`src/rtl/ipl_pkg.sv`:
```
package ipl_pkg;

  // Strobes from control to the level datapath
  typedef struct packed {
    logic take;     // load the request level
    logic restore;  // load the popped level
  } lvl_strobe_t;

endpackage

```
`src/rtl/ipl_ctrl.sv`:
```
module ipl_ctrl
  import ipl_pkg::*;
#(
  parameter int LVL_W = 3
) (
  input  logic             clk,
  input  logic             rstN,
  input  logic             reqValid,
  input  logic [LVL_W-1:0] reqLevel,
  input  logic [LVL_W-1:0] curLevel,
  input  logic             intDisable,
  input  logic             restoreEn,
  output lvl_strobe_t      strobe,
  output logic             accept
);

  logic levelAbove;
  logic gateOpen;

  // Strictly greater: an equal level does not preempt
  assign levelAbove = reqLevel > curLevel;
  // A restore owns the level register this cycle
  assign gateOpen   = !intDisable && !restoreEn;

  always_comb begin
    strobe         = '0;
    strobe.restore = restoreEn;
    strobe.take    = reqValid && gateOpen && levelAbove;
  end

  assign accept = strobe.take;

  // the global disable suppresses acceptance
  a_r5_disable_blocks: assert property (@(posedge clk) disable iff (!rstN)
    intDisable |-> !accept);

  // no acceptance in a restore cycle
  a_r8_restore_blocks: assert property (@(posedge clk) disable iff (!rstN)
    restoreEn |-> !accept);

  // a level that is not higher is never taken
  a_r3_not_higher: assert property (@(posedge clk) disable iff (!rstN)
    (reqLevel <= curLevel) |-> !accept);

  // nothing pending, nothing taken
  a_r10_idle: assert property (@(posedge clk) disable iff (!rstN)
    !reqValid |-> !accept);

  // a held request is taken only once
  a_r9_single_pulse: assert property (@(posedge clk) disable iff (!rstN)
    accept |=> !(accept && reqLevel == $past(reqLevel)));

endmodule

```
`src/rtl/ipl_datapath.sv`:
```
module ipl_datapath
  import ipl_pkg::*;
#(
  parameter int LVL_W = 3
) (
  input  logic             clk,
  input  logic             rstN,
  input  lvl_strobe_t      strobe,
  input  logic [LVL_W-1:0] reqLevel,
  input  logic [LVL_W-1:0] restoreLevel,
  output logic [LVL_W-1:0] curLevel,
  output logic [LVL_W-1:0] savedLevel
);

  localparam logic [LVL_W-1:0] LVL_RESET = '0;

  logic [LVL_W-1:0] levelQ;
  logic [LVL_W-1:0] levelD;

  always_comb begin
    levelD = levelQ;
    if (strobe.restore)   levelD = restoreLevel;
    else if (strobe.take) levelD = reqLevel;
  end

  always_ff @(posedge clk or negedge rstN) begin
    if (!rstN) levelQ <= LVL_RESET;
    else       levelQ <= levelD;
  end

  assign curLevel   = levelQ;
  // Old level offered to the stack pusher only while taking
  assign savedLevel = strobe.take ? levelQ : '0;

  // a take loads the request level
  a_r7_take_loads: assert property (@(posedge clk) disable iff (!rstN)
    (strobe.take && !strobe.restore) |=> levelQ == $past(reqLevel));

  // a restore loads the popped level
  a_r8_restore_loads: assert property (@(posedge clk) disable iff (!rstN)
    strobe.restore |=> levelQ == $past(restoreLevel));

  // without a strobe the level holds
  a_r10_level_holds: assert property (@(posedge clk) disable iff (!rstN)
    (!strobe.take && !strobe.restore) |=> $stable(levelQ));

  // the pushed value is the level before the edge
  a_r6_push_old: assert property (@(posedge clk) disable iff (!rstN)
    strobe.take |=> $past(savedLevel) == $past(levelQ));

endmodule

```
`src/rtl/ipl_gate.sv`:
```
module ipl_gate
  import ipl_pkg::*;
#(
  parameter int LVL_W = 3
) (
  input  logic             clk,
  input  logic             rstN,
  input  logic             reqValid,
  input  logic [LVL_W-1:0] reqLevel,
  input  logic             intDisable,
  input  logic             restoreEn,
  input  logic [LVL_W-1:0] restoreLevel,
  output logic             accept,
  output logic [LVL_W-1:0] savedLevel,
  output logic [LVL_W-1:0] curLevel
);

  lvl_strobe_t strobe;

  ipl_ctrl #(.LVL_W(LVL_W)) u_ctrl (
    .clk        (clk),
    .rstN       (rstN),
    .reqValid   (reqValid),
    .reqLevel   (reqLevel),
    .curLevel   (curLevel),
    .intDisable (intDisable),
    .restoreEn  (restoreEn),
    .strobe     (strobe),
    .accept     (accept)
  );

  ipl_datapath #(.LVL_W(LVL_W)) u_dp (
    .clk          (clk),
    .rstN         (rstN),
    .strobe       (strobe),
    .reqLevel     (reqLevel),
    .restoreLevel (restoreLevel),
    .curLevel     (curLevel),
    .savedLevel   (savedLevel)
  );

endmodule

```
`config.mk`:
```
export PLATFORM = sky130hd
export DESIGN_NAME = ipl_gate
export DESIGN_NICKNAME = d
export VERILOG_FILES = /design/src/rtl/ipl_pkg.sv /design/src/rtl/ipl_ctrl.sv /design/src/rtl/ipl_datapath.sv /design/src/rtl/ipl_gate.sv
export SDC_FILE = /design/constraint.sdc
export NUM_CORES = 1
export LEC_CHECK = 0
export ABC_CLOCK_PERIOD_IN_PS = 3600
export BUFFER_PORTS_ARGS = -buffer_cell sky130_fd_sc_hd__buf_2
export CORE_AREA = 2 2 39 41
export DETAILED_ROUTE_END_ITERATION = 16
export DIE_AREA = 0 0 41 43
export REMOVE_ABC_BUFFERS = 1
export SKIP_CTS_REPAIR_TIMING = 1
export SYNTH_ARGS = -nofsm -noshare
export SYNTH_HDL_FRONTEND = slang
export SYNTH_HIERARCHICAL = 1
export SYNTH_SLANG_ARGS = --single-unit
```
`constraint.sdc`:
```
create_clock -name clk -period 3.6 [get_ports clk]
set_clock_uncertainty 0.2 [all_clocks]
set_input_delay 0.54 -clock clk [delete_from_list [all_inputs] [get_ports clk]]
set_output_delay 0.54 -clock clk [all_outputs]
set_load 0.005 [all_outputs]
```
==> metrics, run 1 <==
status=finished clean; Worst VDD drop=about 0.14 mV; Worst R2R Setup Slack=1.78 ns; Placed Cells=60; ANT nets after route=0; Area Growth Syn to Fin=43.40%; Reg clk slew, reported paths=about 0.030 ns; worst setup path endpoint=savedLevel[0]; crit share post-route=69.10%; CTS Sinks=3; data arrival time of the worst path=1.75 ns; crit path kind=input pin to output port; Unique masters post-synth=15; power per cell area=between 300 and 400 mW/mm²; number of global-route vias before repair=243; first-pass GRT wire length=897 µm; placed cell area=344.1 µm²; fin. max-slew vios=0; clock latency on the worst-skew pair=0.23 ns; commonest non-fill, non-tap cell in the layout=buf_2; sequential share of the synthesized area=28.30%; Post-Syn Area per Cell=8.842 µm²; FP Rows=14; initial antenna violation count=0; Worst Setup SP=reqLevel[2]; antenna cells=0; fraction of layout cells with a size suffix above 1=about half; Ports=18; critical path capture point type=output port; Root Buffer=clkbuf_4; fin nets=64; YS warnings=6; final non-filler cell area=380.4 µm²; placer congestion estimate=about 0.61; pre-CTS setup slack=between 1 and 1.5 ns; FF-to-FF End=u_dp/curLevel[1]; final setup vio count=0; grt ovf=0; die area=0.001763 mm²; initial core utilization=roughly a fifth; Final Util=27.49%; post-route insts no fill=65; Data required, critical path=2.86 ns; Die Span Y=roughly 43 µm; launch point of the worst reg-to-reg path=u_dp/curLevel[2]; Die X=41 µm; via count=239; TritonCTS Buffers=3; RSZ-0062 raised after global routing=no; minimum clock period=2.488 ns; CTS max path bufs=2; Setup WS post-layout=1.112 ns; max-cap viol count=0; largest net degree at the start of global routing=8; detailed-route DRC error count=0; Core Box Area=0.001384 mm²; drt wl/cell=8.415 µm; fmax=402.0 MHz; min-delay worst type=input pin to flip-flop; Tot GR Track Use=7.839%; DRT Pass-1 Iters=1; worst-case reg-to-reg path depth=7; Worst setup SP type=input pin; leakage dissipation=0.2022 nW; CTS tree=built; mapped cell area=265.3 µm²; worst slew pin tran=~0.34 ns; Port-buffer cells=17; Avg Vias per Cell=3.677; setup TNS=0 ns; max reg flops=3; # fillers=156; routed wire length=547 µm; CTS H-Tree Depth=1; hpwl dp=469.8 µm; flip-flop and latch count after synthesis=3; Fin. Hold Viols=0; post-synthesis cell count=30; CP max FO=7; relative slew slack=77.61%; DRT iter0 DRCs=0
[cells by family after synthesis]
family	synth area share (%)
flops	28.30
fa+ha+maj	14.15
compound gates	10.85
buf+inv	14.15
simple gates	21.23
mux	11.32
[critical path, stage by stage]
cell and delay (ns):
buf_2 0.11, ha_1 0.32, nand3_1 0.10, nand3_1 0.09
a21oi_2 0.29, and2_2 0.21, buf_2 0.10
[stage by stage]
stage / power, W / hold WS, ns
2_1_floorplan: 0.00005705 / 0.04441
3_3_place_gp: 0.00007175 / 0.1377
3_5_place_dp: 0.00007239 / 0.1373
4_1_cts: 0.0001347 / -0.1150
5_1_grt: 0.0001416 / 0.3197
6_report: 0.0001304 / 0.3193
[how the worst min path moves through the flow]
| stage | startpoint | to | slack, ns | cells past startpoint |
|---|---|---|---|---|
| finish | restoreLevel[1] | u_dp/curLevel[1] | 0.32 | 3 |
| CTS | rstN | u_dp/curLevel[0] | -0.12 | 1 |
| detailed placement | rstN | u_dp/curLevel[2] | 0.14 | 1 |
| global placement | rstN | u_dp/curLevel[2] | 0.14 | 1 |
| floorplan | rstN | u_dp/curLevel[0] | 0.04 | 0 |
| global route | restoreLevel[1] | u_dp/curLevel[1] | 0.32 | 3 |
[report_power, final]
| group | internal (W) | switching [W] | total [W] |
|---|---|---|---|
| Combinational | 0.0000166 | 0.0000154 | 0.0000320 |
| Sequential | 0.0000374 | 0.00000279 | 0.0000401 |
| Clock | 0.0000415 | 0.0000168 | 0.0000583 |
| Total | 0.0000955 | 0.0000350 | 0.000130 |
[synthesized netlist by cell type]
cell      instances  area (µm²)
dfrtp_1           3       75.07
ha_1              3       37.54
inv_1             3       11.26
mux2i_1           3       30.03
nand2_1           3       11.26
o21ai_1           3       15.01
and2_2            2       15.01
buf_4             2       15.01
nand3_1           2       10.01
a21oi_1           1       5.000
a21oi_2           1       8.760
and2_1            1       6.260
buf_6             1       11.26
nand3b_1          1       7.510
nor2_2            1       6.260
[area by class of cell]
class | instances | area [µm²] | share of cell area (%)
tap | 16 | 20.02 | 5.263
multi-input combinational | 21 | 152.6 | 40.13
timing repair buffer | 18 | 95.09 | 25.00
sequential | 3 | 75.07 | 19.74
clock buffer | 4 | 26.28 | 6.908
inverter | 3 | 11.26 | 2.961
[per-layer routing]
layer	vias to the layer above	wire, µm	GRT usage (%)
met5	-	0	0
met4	0	0	8.000
met3	0	55	1.571
met2	11	257	10.00
met1	92	234	10.00
li1	136	-	-
(Power assumes the default switching activity.)
==> run 2, diff against run 1 <==
Settings changed: ABC_CLOCK_PERIOD_IN_PS 3600 to 2600.
Clock period 3.6 ns to 2.6 ns, I/O delays scaled along.
==> metrics, run 2 (synthesized netlist as in run 1, its figures left out) <==
fin nets=64 (unchanged); worst slew pin tran=0.3362 ns (was 0.3359 ns); launch point of the worst reg-to-reg path=u_dp/curLevel[2] (unchanged); relative slew slack=77.58% (was 77.61%); antenna cells=0 (unchanged); ANT nets after route=0 (unchanged); DRT iter0 DRCs=4 (was 0); setup TNS=0 ns (unchanged); initial core utilization=19.17% (unchanged); crit share post-route=89.04%; hold wc startpoint=restoreLevel[1] (unchanged); CTS Sinks=3 (unchanged); Ports=18 (unchanged); detailed-route DRC error count=0 (unchanged); Die X=41 µm (unchanged); clock share of power=44.8% (was 44.7%); placed cell area=344.1 µm² (unchanged); fmax=about 430 MHz; min-delay worst type=input pin to flip-flop (unchanged); Avg Vias per Cell=3.631 (was 3.677); final non-filler cell area=380.4 µm² (unchanged); Core Box Area=0.001384 mm² (unchanged); DRT Pass-1 Iters=3 (was 1); data arrival time of the worst path=1.73 ns (was 1.75 ns); TritonCTS Buffers=3 (unchanged); sequential share of power=30.9% (was 30.8%); CP max FO=7 (unchanged); max-cap viol count=0 (unchanged); leakage dissipation=0.2022 nW (unchanged); final setup vio count=0 (unchanged); die area=0.001763 mm² (unchanged); Root Buffer=clkbuf_4 (unchanged); CTS max path bufs=2 (unchanged); CTS H-Tree Depth=1 (unchanged); Int Pwr=0.0001320 W (was 0.00009546 W); Reg clk slew, reported paths=0.03 ns (about the same); Worst setup SP type=flip-flop (was input pin); commonest non-fill, non-tap cell in the layout=buf_2 (unchanged); minimum clock period=between 2 and 2.5 ns; initial antenna violation count=0 (unchanged); CTS tree=built (unchanged); clock latency on the worst-skew pair=0.23 ns (about the same); first-pass GRT wire length=862 µm (was 897 µm); critical path capture point type=output port (unchanged); Data required, critical path=2.01 ns (was 2.86 ns); # fillers=155 (was 156); crit path kind=flip-flop to output port (was input pin to output port); Worst Setup SP=u_dp/curLevel[2] (was reqLevel[2]); switch share=26.85% (was 26.82%); Worst VDD drop=0.1816 mV (was 0.1412 mV); Area Growth Syn to Fin=43.40% (unchanged); placer congestion estimate=0.6125 (was 0.6086); Port-buffer cells=17 (unchanged); number of global-route vias before repair=241 (was 243); hpwl dp=463.5 µm (was 469.8 µm); drt wl/cell=8.369 µm (was 8.415 µm); grt ovf=0 (unchanged); combinational share of power=24.4% (was 24.5%); Tot GR Track Use=7.538% (was 7.839%); routed wire length=544 µm (was 547 µm); fraction of layout cells with a size suffix above 1=48.98% (unchanged); status=finished clean (unchanged); fin. max-slew vios=0 (unchanged); via count=236 (was 239); Fin. Hold Viols=0 (unchanged); FP Rows=14 (unchanged); sw power=0.00004845 W (was 0.00003498 W); largest net degree at the start of global routing=8 (unchanged); max reg flops=3 (unchanged); Die Span Y=43 µm (unchanged); RSZ-0062 raised after global routing=no (unchanged); power per cell area=474.4 mW/mm² (was 342.9 mW/mm²)
[run 2: cell counts in the layout (fill, tap and decap cells not counted)]
No cell type changed its count.
[run 2: per-stage QoR]
stage	power [W]	hold WS [ns]	setup WS [ns]	util (%)	std cells
after floorplan	0.00007900	-0.1056	0.6731	-	27
after global placement	0.00009960	-0.01172	0.4466	24.86	60
after detailed placement	0.0001000	-0.01099	0.3992	24.86	60
after CTS	0.0001862	-0.2637	0.2548	26.76	64
after global routing	0.0001957	0.1703	0.1322	27.49	65
final	0.0001804	0.1687	0.2849	27.49	65
[run 2: final cells by class]
| type | instances | area, µm² | area share, % |
|---|---|---|---|
| clock buffer | 4 | 26.28 | 6.908 |
| inverter | 3 | 11.26 | 2.961 |
| multi-input combinational | 21 | 152.6 | 40.13 |
| sequential | 3 | 75.07 | 19.74 |
| tap | 16 | 20.02 | 5.263 |
| timing repair buffer | 18 | 95.09 | 25.00 |
[run 2: final timing paths]
check | slack, ns | to | depth (start not counted)
max | 0.28 | savedLevel[0] | 7
min | 0.17 | u_dp/curLevel[1] | 3
max reg2reg | 0.78 | u_dp/curLevel[1] | 7
min reg2reg | 0.39 | u_dp/curLevel[2] | 2
max in group asynchronous | 1.81 | u_dp/curLevel[1] | 2
min in group asynchronous | 0.28 | u_dp/curLevel[0] | 2
[run 2: worst max-delay path: stages, from the launching register on]
cell and delay [ns]:
dfrtp_1 0.36, inv_1 0.05, ha_1 0.31, nand3_1 0.09, nand3_1 0.08, a21oi_2 0.28
and2_2 0.20, buf_2 0.11
[run 2: routing by layer]
| layer | part of all wire [%] | wire, µm | track usage, % |
|---|---|---|---|
| met4 | 0 | 0 | 8.000 |
| met1 | 41 | 223 | 8.065 |
| met5 | 0 | 0 | 0 |
| met3 | 11 | 60 | 1.571 |
| met2 | 48 | 260 | 10.94 |
[run 2: power by group through the flow]
stage,clock (W),sequential (W),combinational (W)
3_5_place_dp,0,0.0000564,0.0000436
3_3_place_gp,0,0.0000563,0.0000433
2_1_floorplan,0,0.0000565,0.0000225
6_report,0.0000808,0.0000557,0.0000439
5_1_grt,0.0000875,0.0000569,0.0000512
4_1_cts,0.0000866,0.0000558,0.0000438
==> run 3, diff against run 2 <==
Settings changed: CELL_PAD_IN_SITES_DETAIL_PLACEMENT set to 0, CELL_PAD_IN_SITES_GLOBAL_PLACEMENT set to 2, CORE_AREA 2 2 39 41 to not set, CORE_MARGIN set to 2, CORE_UTILIZATION set to 19, DIE_AREA 0 0 41 43 to not set, PLACE_DENSITY_LB_ADDON set to 0.1.
==> metrics, run 3 (synthesized netlist as in run 1, its figures left out) <==
status=finished clean (unchanged); max-cap viol count=0 (unchanged); RSZ-0062 raised after global routing=no (unchanged); leakage dissipation=0.2022 nW (unchanged); worst slew pin tran=0.3327 ns (was 0.3362 ns); antenna cells=0 (unchanged); min-delay worst type=input pin to flip-flop (unchanged); initial antenna violation count=0 (unchanged); relative slew slack=77.82% (was 77.58%); DRT Pass-1 Iters=1 (was 3); placer congestion estimate=0.6164 (was 0.6125); Die Span Y=41.37 µm (was 43 µm); Fin. Hold Viols=0 (unchanged); CTS H-Tree Depth=1 (unchanged); initial core utilization=20.38% (was 19.17%); largest net degree at the start of global routing=8 (unchanged); CP max FO=7 (unchanged); die area=0.001711 mm² (was 0.001763 mm²); Tot GR Track Use=7.658% (was 7.538%); Worst setup SP type=flip-flop (unchanged); number of global-route vias before repair=226 (was 241); CTS Sinks=3 (unchanged); ANT nets after route=0 (unchanged); data arrival time of the worst path=1.71 ns (was 1.73 ns); crit share post-route=88.57% (was 89.04%); final setup vio count=0 (unchanged); TritonCTS Buffers=3 (unchanged); fin nets=64 (unchanged); drt wl/cell=8.641 µm (was 8.369 µm); max reg flops=3 (unchanged); Area Growth Syn to Fin=42.92% (was 43.40%); Data required, critical path=2.01 ns (about the same); grt ovf=0 (unchanged); Port-buffer cells=17 (unchanged); Worst VDD drop=0.1870 mV (was 0.1816 mV); CTS tree=built (unchanged); Core Box Area=0.001301 mm² (was 0.001384 mm²); commonest non-fill, non-tap cell in the layout=buf_2 (unchanged); PnR Total Power=0.0001785 W (was 0.0001804 W); via count=246 (was 236); fin. max-slew vios=0 (unchanged); CTS max path bufs=2 (unchanged); setup TNS=0 ns (unchanged); minimum clock period=2.303 ns (was 2.315 ns); clock latency on the worst-skew pair=0.23 ns (about the same); fraction of layout cells with a size suffix above 1=48.98% (unchanged); FP Rows=13 (was 14); fmax=434.2 MHz (was 432.0 MHz); Die X=41.37 µm (was 41 µm); detailed-route DRC error count=0 (unchanged); DRT iter0 DRCs=0 (was 4); Avg Vias per Cell=3.844 (was 3.631); Ports=18 (unchanged); crit path kind=flip-flop to output port (unchanged); routed wire length=553 µm (was 544 µm); first-pass GRT wire length=807 µm (was 862 µm); Reg clk slew, reported paths=0.04 ns (was 0.03 ns); Root Buffer=clkbuf_4 (unchanged); critical path capture point type=output port (unchanged); hpwl dp=496.3 µm (was 463.5 µm); power per cell area=470.7 mW/mm² (was 474.4 mW/mm²)
==> run 3: cell counts in the layout (fill, tap and decap cells not counted) <==
No cell type changed its count.
==> run 3: report_power, final <==
| part | internal [W] | total [W] | switching [W] | leakage (nW) |
|---|---|---|---|---|
| Combinational | 0.0000228 | 0.0000436 | 0.0000209 | 0.151 |
| Clock | 0.0000573 | 0.0000787 | 0.0000214 | 0.0150 |
| Sequential | 0.0000517 | 0.0000561 | 0.00000438 | 0.0365 |
==> run 3: critical path: stages (launching register included) <==
cell	delay [ns]
dfrtp_1	0.36
inv_1	0.05
ha_1	0.30
nand3_1	0.09
nand3_1	0.08
a21oi_2	0.28
and2_2	0.20
buf_2	0.10
==> run 3: per-stage QoR <==
stage / area, µm² / utilization [%] / setup WS (ns) / cells / hold WS [ns]
after detailed placement: 342.8 / 26.35 / 0.4169 / 59 / -0.009890
after global routing: 379.1 / 29.13 / 0.1585 / 64 / 0.1757
after floorplan: 239.0 / - / 0.6731 / 27 / -0.1056
final: 379.1 / 29.13 / 0.2972 / 64 / 0.1741
after global placement: 342.8 / 26.35 / 0.4172 / 59 / -0.01176
after CTS: 369.1 / 28.37 / 0.2638 / 63 / -0.2553
==> run 3: final cells by class <==
class / count / area, µm²
fillers: 160 / 922.1
multi-input cells: 21 / 152.6
repair buffers: 18 / 95.09
flip-flops and latches: 3 / 75.07
clock buffers: 4 / 26.28
well taps: 15 / 18.77
inverters: 3 / 11.26
==> run 3: layer usage <==
| layer | GRT usage (%) | vias to the layer above | part of all wire, % |
|---|---|---|---|
| met4 | 7.258 | 0 | 0 |
| met2 | 10.94 | 8 | 51 |
| met3 | 2.128 | 0 | 8.3 |
| met1 | 9.061 | 103 | 41 |
| li1 | - | 135 | - |
| met5 | 0 | - | 0 |
==> run 3: final timing paths <==
kind | start | endpoint | slack [ns] | depth (start not counted)
max in group asynchronous | rstN | u_dp/curLevel[1] | 1.81 | 2
setup / recovery | u_dp/curLevel[2] | savedLevel[2] | 0.30 | 7
hold reg to reg | u_dp/curLevel[2] | u_dp/curLevel[2] | 0.39 | 2
min in group asynchronous | rstN | u_dp/curLevel[2] | 0.28 | 2
setup reg to reg | u_dp/curLevel[2] | u_dp/curLevel[1] | 0.78 | 7
hold / removal | restoreLevel[2] | u_dp/curLevel[2] | 0.17 | 3
